$ cat config.mk
export PLATFORM = sky130hd
export DESIGN_NAME = lv_mon_ctrl
export DESIGN_NICKNAME = d
export VERILOG_FILES = /design/src/rtl/lv_mon_pkg.sv /design/src/rtl/lv_mon_cfg.sv /design/src/rtl/lv_mon_flag.sv /design/src/rtl/lv_mon_det.sv /design/src/rtl/lv_mon_ctrl.sv
export SDC_FILE = /design/constraint.sdc
export NUM_CORES = 1
export LEC_CHECK = 0
export ABC_CLOCK_PERIOD_IN_PS = 2920
export BUFFER_PORTS_ARGS = -buffer_cell sky130_fd_sc_hd__buf_4
export CORE_AREA = 2 2 39 41
export DETAILED_ROUTE_END_ITERATION = 16
export DIE_AREA = 0 0 41 43
export GPL_ROUTABILITY_DRIVEN = 0
export MAX_ROUTING_LAYER = met4
export PLACE_DENSITY = 0.66
export REMOVE_ABC_BUFFERS = 1
export SYNTH_ARGS = -nofsm -noshare
export SYNTH_HDL_FRONTEND = slang
export SYNTH_HIERARCHICAL = 1
export SYNTH_SLANG_ARGS = --single-unit
$ cat constraint.sdc
create_clock -name clk_i -period 2.92 [get_ports clk_i]
set_input_delay 0.584 -clock clk_i [delete_from_list [all_inputs] [get_ports clk_i]]
set_output_delay 0.584 -clock clk_i [all_outputs]
set_load 0.01 [all_outputs]
$ cat src/rtl/lv_mon_pkg.sv
package lv_mon_pkg;
  localparam int REG_W  = 8;
  localparam int B_FLAG = 7;
  localparam int B_ACK  = 6;
  localparam int B_WIE  = 5;
  localparam int B_DRE  = 4;
  localparam int B_DSE  = 3;
  localparam int B_DE   = 2;
  localparam int B_BGE  = 0;
  localparam logic [REG_W-1:0] RST_VAL   = 8'h1C;
  localparam logic [REG_W-1:0] ONCE_MASK = 8'h1C;
  localparam logic [REG_W-1:0] RW_MASK   = 8'h21;
endpackage

$ cat src/rtl/lv_mon_cfg.sv
module lv_mon_cfg #(
  parameter int              W    = 8,
  parameter logic [W-1:0]    RSTV = '0,
  parameter logic [W-1:0]    ONCE = '0,
  parameter logic [W-1:0]    RW   = '0
) (
  input  logic         clk_i,
  input  logic         rst_ni,
  input  logic         wr_i,
  input  logic [W-1:0] wdata_i,
  output logic [W-1:0] cfg_o
);
  logic locked_q;

  always_ff @(posedge clk_i or negedge rst_ni) begin
    if (!rst_ni)   locked_q <= 1'b0;
    else if (wr_i) locked_q <= 1'b1;
  end

  for (genvar i = 0; i < W; i++) begin : g_bit
    if (ONCE[i]) begin : g_once
      logic q;
      always_ff @(posedge clk_i or negedge rst_ni) begin
        if (!rst_ni)                q <= RSTV[i];
        else if (wr_i && !locked_q) q <= wdata_i[i];
      end
      assign cfg_o[i] = q;
    end else if (RW[i]) begin : g_rw
      logic q;
      always_ff @(posedge clk_i or negedge rst_ni) begin
        if (!rst_ni)   q <= RSTV[i];
        else if (wr_i) q <= wdata_i[i];
      end
      assign cfg_o[i] = q;
    end else begin : g_tie
      logic unused_bit;
      assign unused_bit = wdata_i[i];
      assign cfg_o[i]   = 1'b0;
    end
  end
endmodule

$ cat src/rtl/lv_mon_flag.sv
module lv_mon_flag (
  input  logic clk_i,
  input  logic rst_ni,
  input  logic warn_i,
  input  logic ack_i,
  output logic flag_o
);
  logic warn_q, rise;

  // warn_q resets low, so a level already high at reset exit looks like a rise
  assign rise = warn_i & ~warn_q;

  always_ff @(posedge clk_i or negedge rst_ni) begin
    if (!rst_ni) begin
      warn_q <= 1'b0;
      flag_o <= 1'b0;
    end else begin
      warn_q <= warn_i;
      if (rise)                 flag_o <= 1'b1;
      else if (ack_i && !warn_i) flag_o <= 1'b0;
    end
  end
endmodule

$ cat src/rtl/lv_mon_det.sv
module lv_mon_det (
  input  logic clk_i,
  input  logic rst_ni,
  input  logic de_i,
  input  logic dse_i,
  input  logic dre_i,
  input  logic stop_i,
  input  logic det_low_i,
  output logic det_en_o,
  output logic rst_req_o
);
  assign det_en_o = de_i & (~stop_i | dse_i);

  always_ff @(posedge clk_i or negedge rst_ni) begin
    if (!rst_ni)                           rst_req_o <= 1'b0;
    else if (det_low_i && det_en_o && dre_i) rst_req_o <= 1'b1;
  end
endmodule

$ cat src/rtl/lv_mon_ctrl.sv
module lv_mon_ctrl
  import lv_mon_pkg::*;
(
  input  logic             clk_i,
  input  logic             rst_ni,
  input  logic             wr_en_i,
  input  logic [REG_W-1:0] wdata_i,
  output logic [REG_W-1:0] rdata_o,
  input  logic             warn_low_i,
  input  logic             detect_low_i,
  input  logic             stop_mode_i,
  output logic             irq_o,
  output logic             rst_req_o,
  output logic             det_en_o,
  output logic             buf_en_o
);
  logic [REG_W-1:0] cfg_q;
  logic             flag_q;
  logic             ack;

  assign ack = wr_en_i & wdata_i[B_ACK];

  lv_mon_cfg #(
    .W(REG_W), .RSTV(RST_VAL), .ONCE(ONCE_MASK), .RW(RW_MASK)
  ) u_cfg (
    .clk_i(clk_i), .rst_ni(rst_ni), .wr_i(wr_en_i),
    .wdata_i(wdata_i), .cfg_o(cfg_q)
  );

  lv_mon_flag u_flag (
    .clk_i(clk_i), .rst_ni(rst_ni), .warn_i(warn_low_i),
    .ack_i(ack), .flag_o(flag_q)
  );

  lv_mon_det u_det (
    .clk_i(clk_i), .rst_ni(rst_ni),
    .de_i(cfg_q[B_DE]), .dse_i(cfg_q[B_DSE]), .dre_i(cfg_q[B_DRE]),
    .stop_i(stop_mode_i), .det_low_i(detect_low_i),
    .det_en_o(det_en_o), .rst_req_o(rst_req_o)
  );

  always_comb begin
    rdata_o         = cfg_q;
    rdata_o[B_FLAG] = flag_q;
  end

  assign irq_o    = flag_q & cfg_q[B_WIE];
  assign buf_en_o = cfg_q[B_BGE];
endmodule

Word-level counts from Yosys, hierarchy flattened
Cells that the tools add are included.
{"block": "word_totals", "in_bits": 14, "output_inout_bits": 12, "ff_bits": 9}
{"block": "op_classes", "n_bitwise": 7, "n_mux": 2, "n_reduce_logical": 7}
{"operator": "bitwise AND 1 bit", "n": 4}
{"operator": "logical AND 1 bit", "n": 4}
{"operator": "logical NOT 1 bit", "n": 2}
{"operator": "two-way mux 1 bit", "n": 2}
{"operator": "inverter 1 bit", "n": 2}
{"operator": "nonzero test 2 bit", "n": 1}
{"operator": "OR 1 bit", "n": 1}

Logic depth before layout (Yosys ltp)
{"block": "logic_depth", "word_depth": 5, "depth_mapped": 3}

Hierarchy
Netlist, hierarchy kept.
{"mod": "lv_mon_cfg", "cells_per_inst": 22, "area_each_um2": 294.0, "instances": 1}
{"mod": "lv_mon_flag", "cells_per_inst": 5, "area_each_um2": 68.8, "instances": 1}
{"mod": "lv_mon_det", "cells_per_inst": 4, "area_each_um2": 56.3, "instances": 1}
{"mod": "lv_mon_ctrl", "cells_per_inst": 4, "area_each_um2": 27.5, "instances": 1}

Worst setup path after synthesis
Ideal clock, no wire load.
{"block": "synth_timing", "path_type": "register -> output", "from": "reg u_cfg.g_bit[3].g_once.q", "to": "out det_en_o", "stages_incl_launch_ff": 4, "setup_slack_ps": 1459, "required_ps": 2336, "t_arrival_ps": 877, "path_buffers": 1, "path_cell_list": "dfstp_2 -> buf_4 -> nand2b_4 -> and2_2"}
{"block": "synth_between", "elab_chain_cells": 2}
{"item": "start, declared", "line_no": "lv_mon_cfg.sv:22", "text": "logic q;"}
{"item": "start signal, assigned", "line_no": "lv_mon_cfg.sv:24", "text": "if (!rst_ni) q <= RSTV[i];"}
{"item": "start signal, assigned", "line_no": "lv_mon_cfg.sv:25", "text": "else if (wr_i && !locked_q) q <= wdata_i[i];"}
{"item": "OR 1 bit", "line_no": "lv_mon_det.sv:12", "text": "assign det_en_o = de_i & (~stop_i | dse_i);"}
{"item": "bitwise AND 1 bit", "line_no": "lv_mon_det.sv:12"}
{"item": "end, declared", "line_no": "lv_mon_ctrl.sv:14", "text": "output logic det_en_o,"}
No other way between the ends.

Worst setup path after layout
Same ends and word-level chain as after synthesis.

==> results_dict.tcl <==
set metrics [dict create \
    cts_hold_buffers 0 \
    cts.clk_slew.worst_paths_ps 60 \
    number_of_global_route_vias_before_repair 277 \
    setup.worst_path.end_class "output port" \
    final-setup-viol-count 0 \
    worst_clock_skew_ps 0.992 \
    min_period_over_period 0.592 \
    cts_repair_resize_count 0 \
    power_leakage_nw 0.272 \
    power_density_nw_per_um2 540 \
    rows 14 \
    synth_cells 34 \
    worstSetupStartpointType "flop" \
    internal_power_mw 0.238 \
    detailedRoute.firstIterationViolations 0 \
    clock-sinks 9 \
    setup_repair_after_global_routing_missed_its_margin "false" \
    area_of_the_die_sq_um 1760 \
    detailroute.via_count 286 \
    worst-path-max-fanout 3 \
    grt_start_max_net_pins 10 \
    power.ir.vdd_worst_mv 0.221 \
    timing.final.hold_violations 0 \
    status "completed" \
    drt.antenna.violating_nets 0 \
    post_route_cells_drive_above_1_share 0.706 \
    worstPathArrival_ps 1150 \
    tritoncts "built" \
    final_cell_count_no_fill 67 \
    starting_density_of_the_core 0.317 \
    clock_tree.buffer_depth 2 \
    post-route-min-period_ps 1730 \
    maxCapViolations 0 \
    drc_violations_left 0 \
    cp_slowest_cell "sky130_fd_sc_hd__dfstp_2" \
    post-cts-setup-buffers 0 \
    multiInputGateArea_sq_um 143 \
    maxSlewViolCount 0 \
    route.detailed.vias_per_inst 4.27 \
    wirelength_microns 763 \
    diodes 0 \
    groute.usage.overall 0.102 \
    antenna_found_initial 0 \
    p_sw_mw 0.0750 \
    proportion_of_power_drawn_by_the_clock_network 0.296 \
    pwr-share-seq 0.481 \
    cts_root_buf "sky130_fd_sc_hd__clkbuf_4" \
    floorplan.die.width_microns 41 \
    final_nets 66 \
    hpwlAfterDp_microns 626 \
    final_common_cell "sky130_fd_sc_hd__buf_4" \
    portBuffers 21 \
    core_region_area_sq_um 1380 \
    nFillCells 137 \
    numPlacedInstances 63 \
    setup.worst_path.class "flop to output port" \
    max_freq_mhz 578 \
    areaGrowthSynthToFinish_pct 31.9 \
    cts_buffers 3 \
    routedWlPerCell_microns 11.4 \
    tns_ps 0 \
    gr-total-overflow 0 \
    num_io_pins 26 \
    comb_power_share 0.223 \
    post_synth_instance_area_sq_um 439 \
    critPathMaxStageDelay_ps 540 \
    wire_length_of_the_first_global_routing_pass_mm 1.12 \
    yosysWarningCount 6 \
    drt_pass1_iterations 1 \
    crit_chain "nand2b_4, and2_2, buf_4" \
    commonest_non_fill_non_tap_cells_in_the_layout "sky130_fd_sc_hd__buf_4 (21), sky130_fd_sc_hd__dfrtp_1 (6), sky130_fd_sc_hd__mux2_2 (5)" \
    die_h_microns 43 \
    sw_frac_of_total 0.240 \
    cp_data_required_time_ps 2340 \
    ctsHtreeMaxLevel 1 \
    ff_latch_area_sq_um 229 \
    synth_area_per_cell_sq_um 12.9 \
    clock_insertion_delay_worst_skew_ps 250 \
    hold_path_class "input port to asynchronous set/reset pin" \
]
-- metal layers --
| layer | global-route usage | wire length [microns] | vias up | share of wire |
|---|---|---|---|---|
| met2 | 0.141 | 335 | 23 | 0.44 |
| met5 | - | 0 | - | 0 |
| met4 | 0.0800 | 0 | 0 | 0 |
| li1 | - | - | 134 | - |
| met1 | 0.110 | 299 | 129 | 0.39 |
| met3 | 0.0419 | 128 | 0 | 0.17 |
-- flip-flops by register name, indices dropped and copies added, names as in the netlist --
register              count
u_cfg/locked_q            1
u_flag/warn_q             1
u_cfg/g_bit.g_once.q      3
u_det/rst_req_o           1
u_cfg/g_bit.g_rw.q        2
u_flag/flag_o             1
-- power groups by stage --
stage                     clock network (mW)  registers [mW]  logic, mW
after floorplan                            0           0.158     0.0211
after global placement                     0           0.152     0.0693
after detailed placement                   0           0.153     0.0709
after CTS                             0.0994           0.151     0.0711
after global routing                   0.108           0.152     0.0766
final                                 0.0926           0.150     0.0696
-- cell type report --
class,instances,share of cell area
flip-flops and latches,9,0.395
inverters,1,0.00648
well taps,16,0.0346
repair buffers,21,0.272
clock buffers,4,0.0454
multi-input cells,16,0.246
-- through the flow --
step | setup WS [ps] | util | total power, mW | hold WS [ps] | cell area, sq um
4_1_cts | 1170 | 0.419 | 0.321 | 133 | 579
2_1_floorplan | 1520 | - | 0.179 | 288 | 375
3_5_place_dp | 1300 | 0.400 | 0.224 | 414 | 553
6_report | 1190 | 0.419 | 0.313 | 141 | 579
3_3_place_gp | 1300 | 0.400 | 0.222 | 411 | 553
5_1_grt | 1130 | 0.419 | 0.337 | 125 | 579
-- path summary, 6_finish.rpt --
path / from / end / slack (ps) / cells past startpoint
max: u_cfg/g_bit[3].g_once.q$_DFFE_PN1P_ / det_en_o / 1190 / 3
min: rst_ni / u_cfg/locked_q$_DFFE_PN0P_ / 140 / 1
max reg2reg: u_cfg/locked_q$_DFFE_PN0P_ / u_cfg/g_bit[2].g_once.q$_DFFE_PN1P_ / 1960 / 2
min reg2reg: u_det/rst_req_o$_DFFE_PN0P_ / u_det/rst_req_o$_DFFE_PN0P_ / 470 / 1
max in group asynchronous: rst_ni / u_cfg/g_bit[2].g_once.q$_DFFE_PN1P_ / 2570 / 1
min in group clk_i: warn_low_i / u_flag/warn_q$_DFF_PN0_ / 450 / 1
-- worst max-delay path: cells and delay by family (launching register included) --
kind	cells	cell delay, ps
and+or+nand+nor	2	250
DFF	1	540
buffers and inverters	1	110
Power figures use the tool's default switching activity.
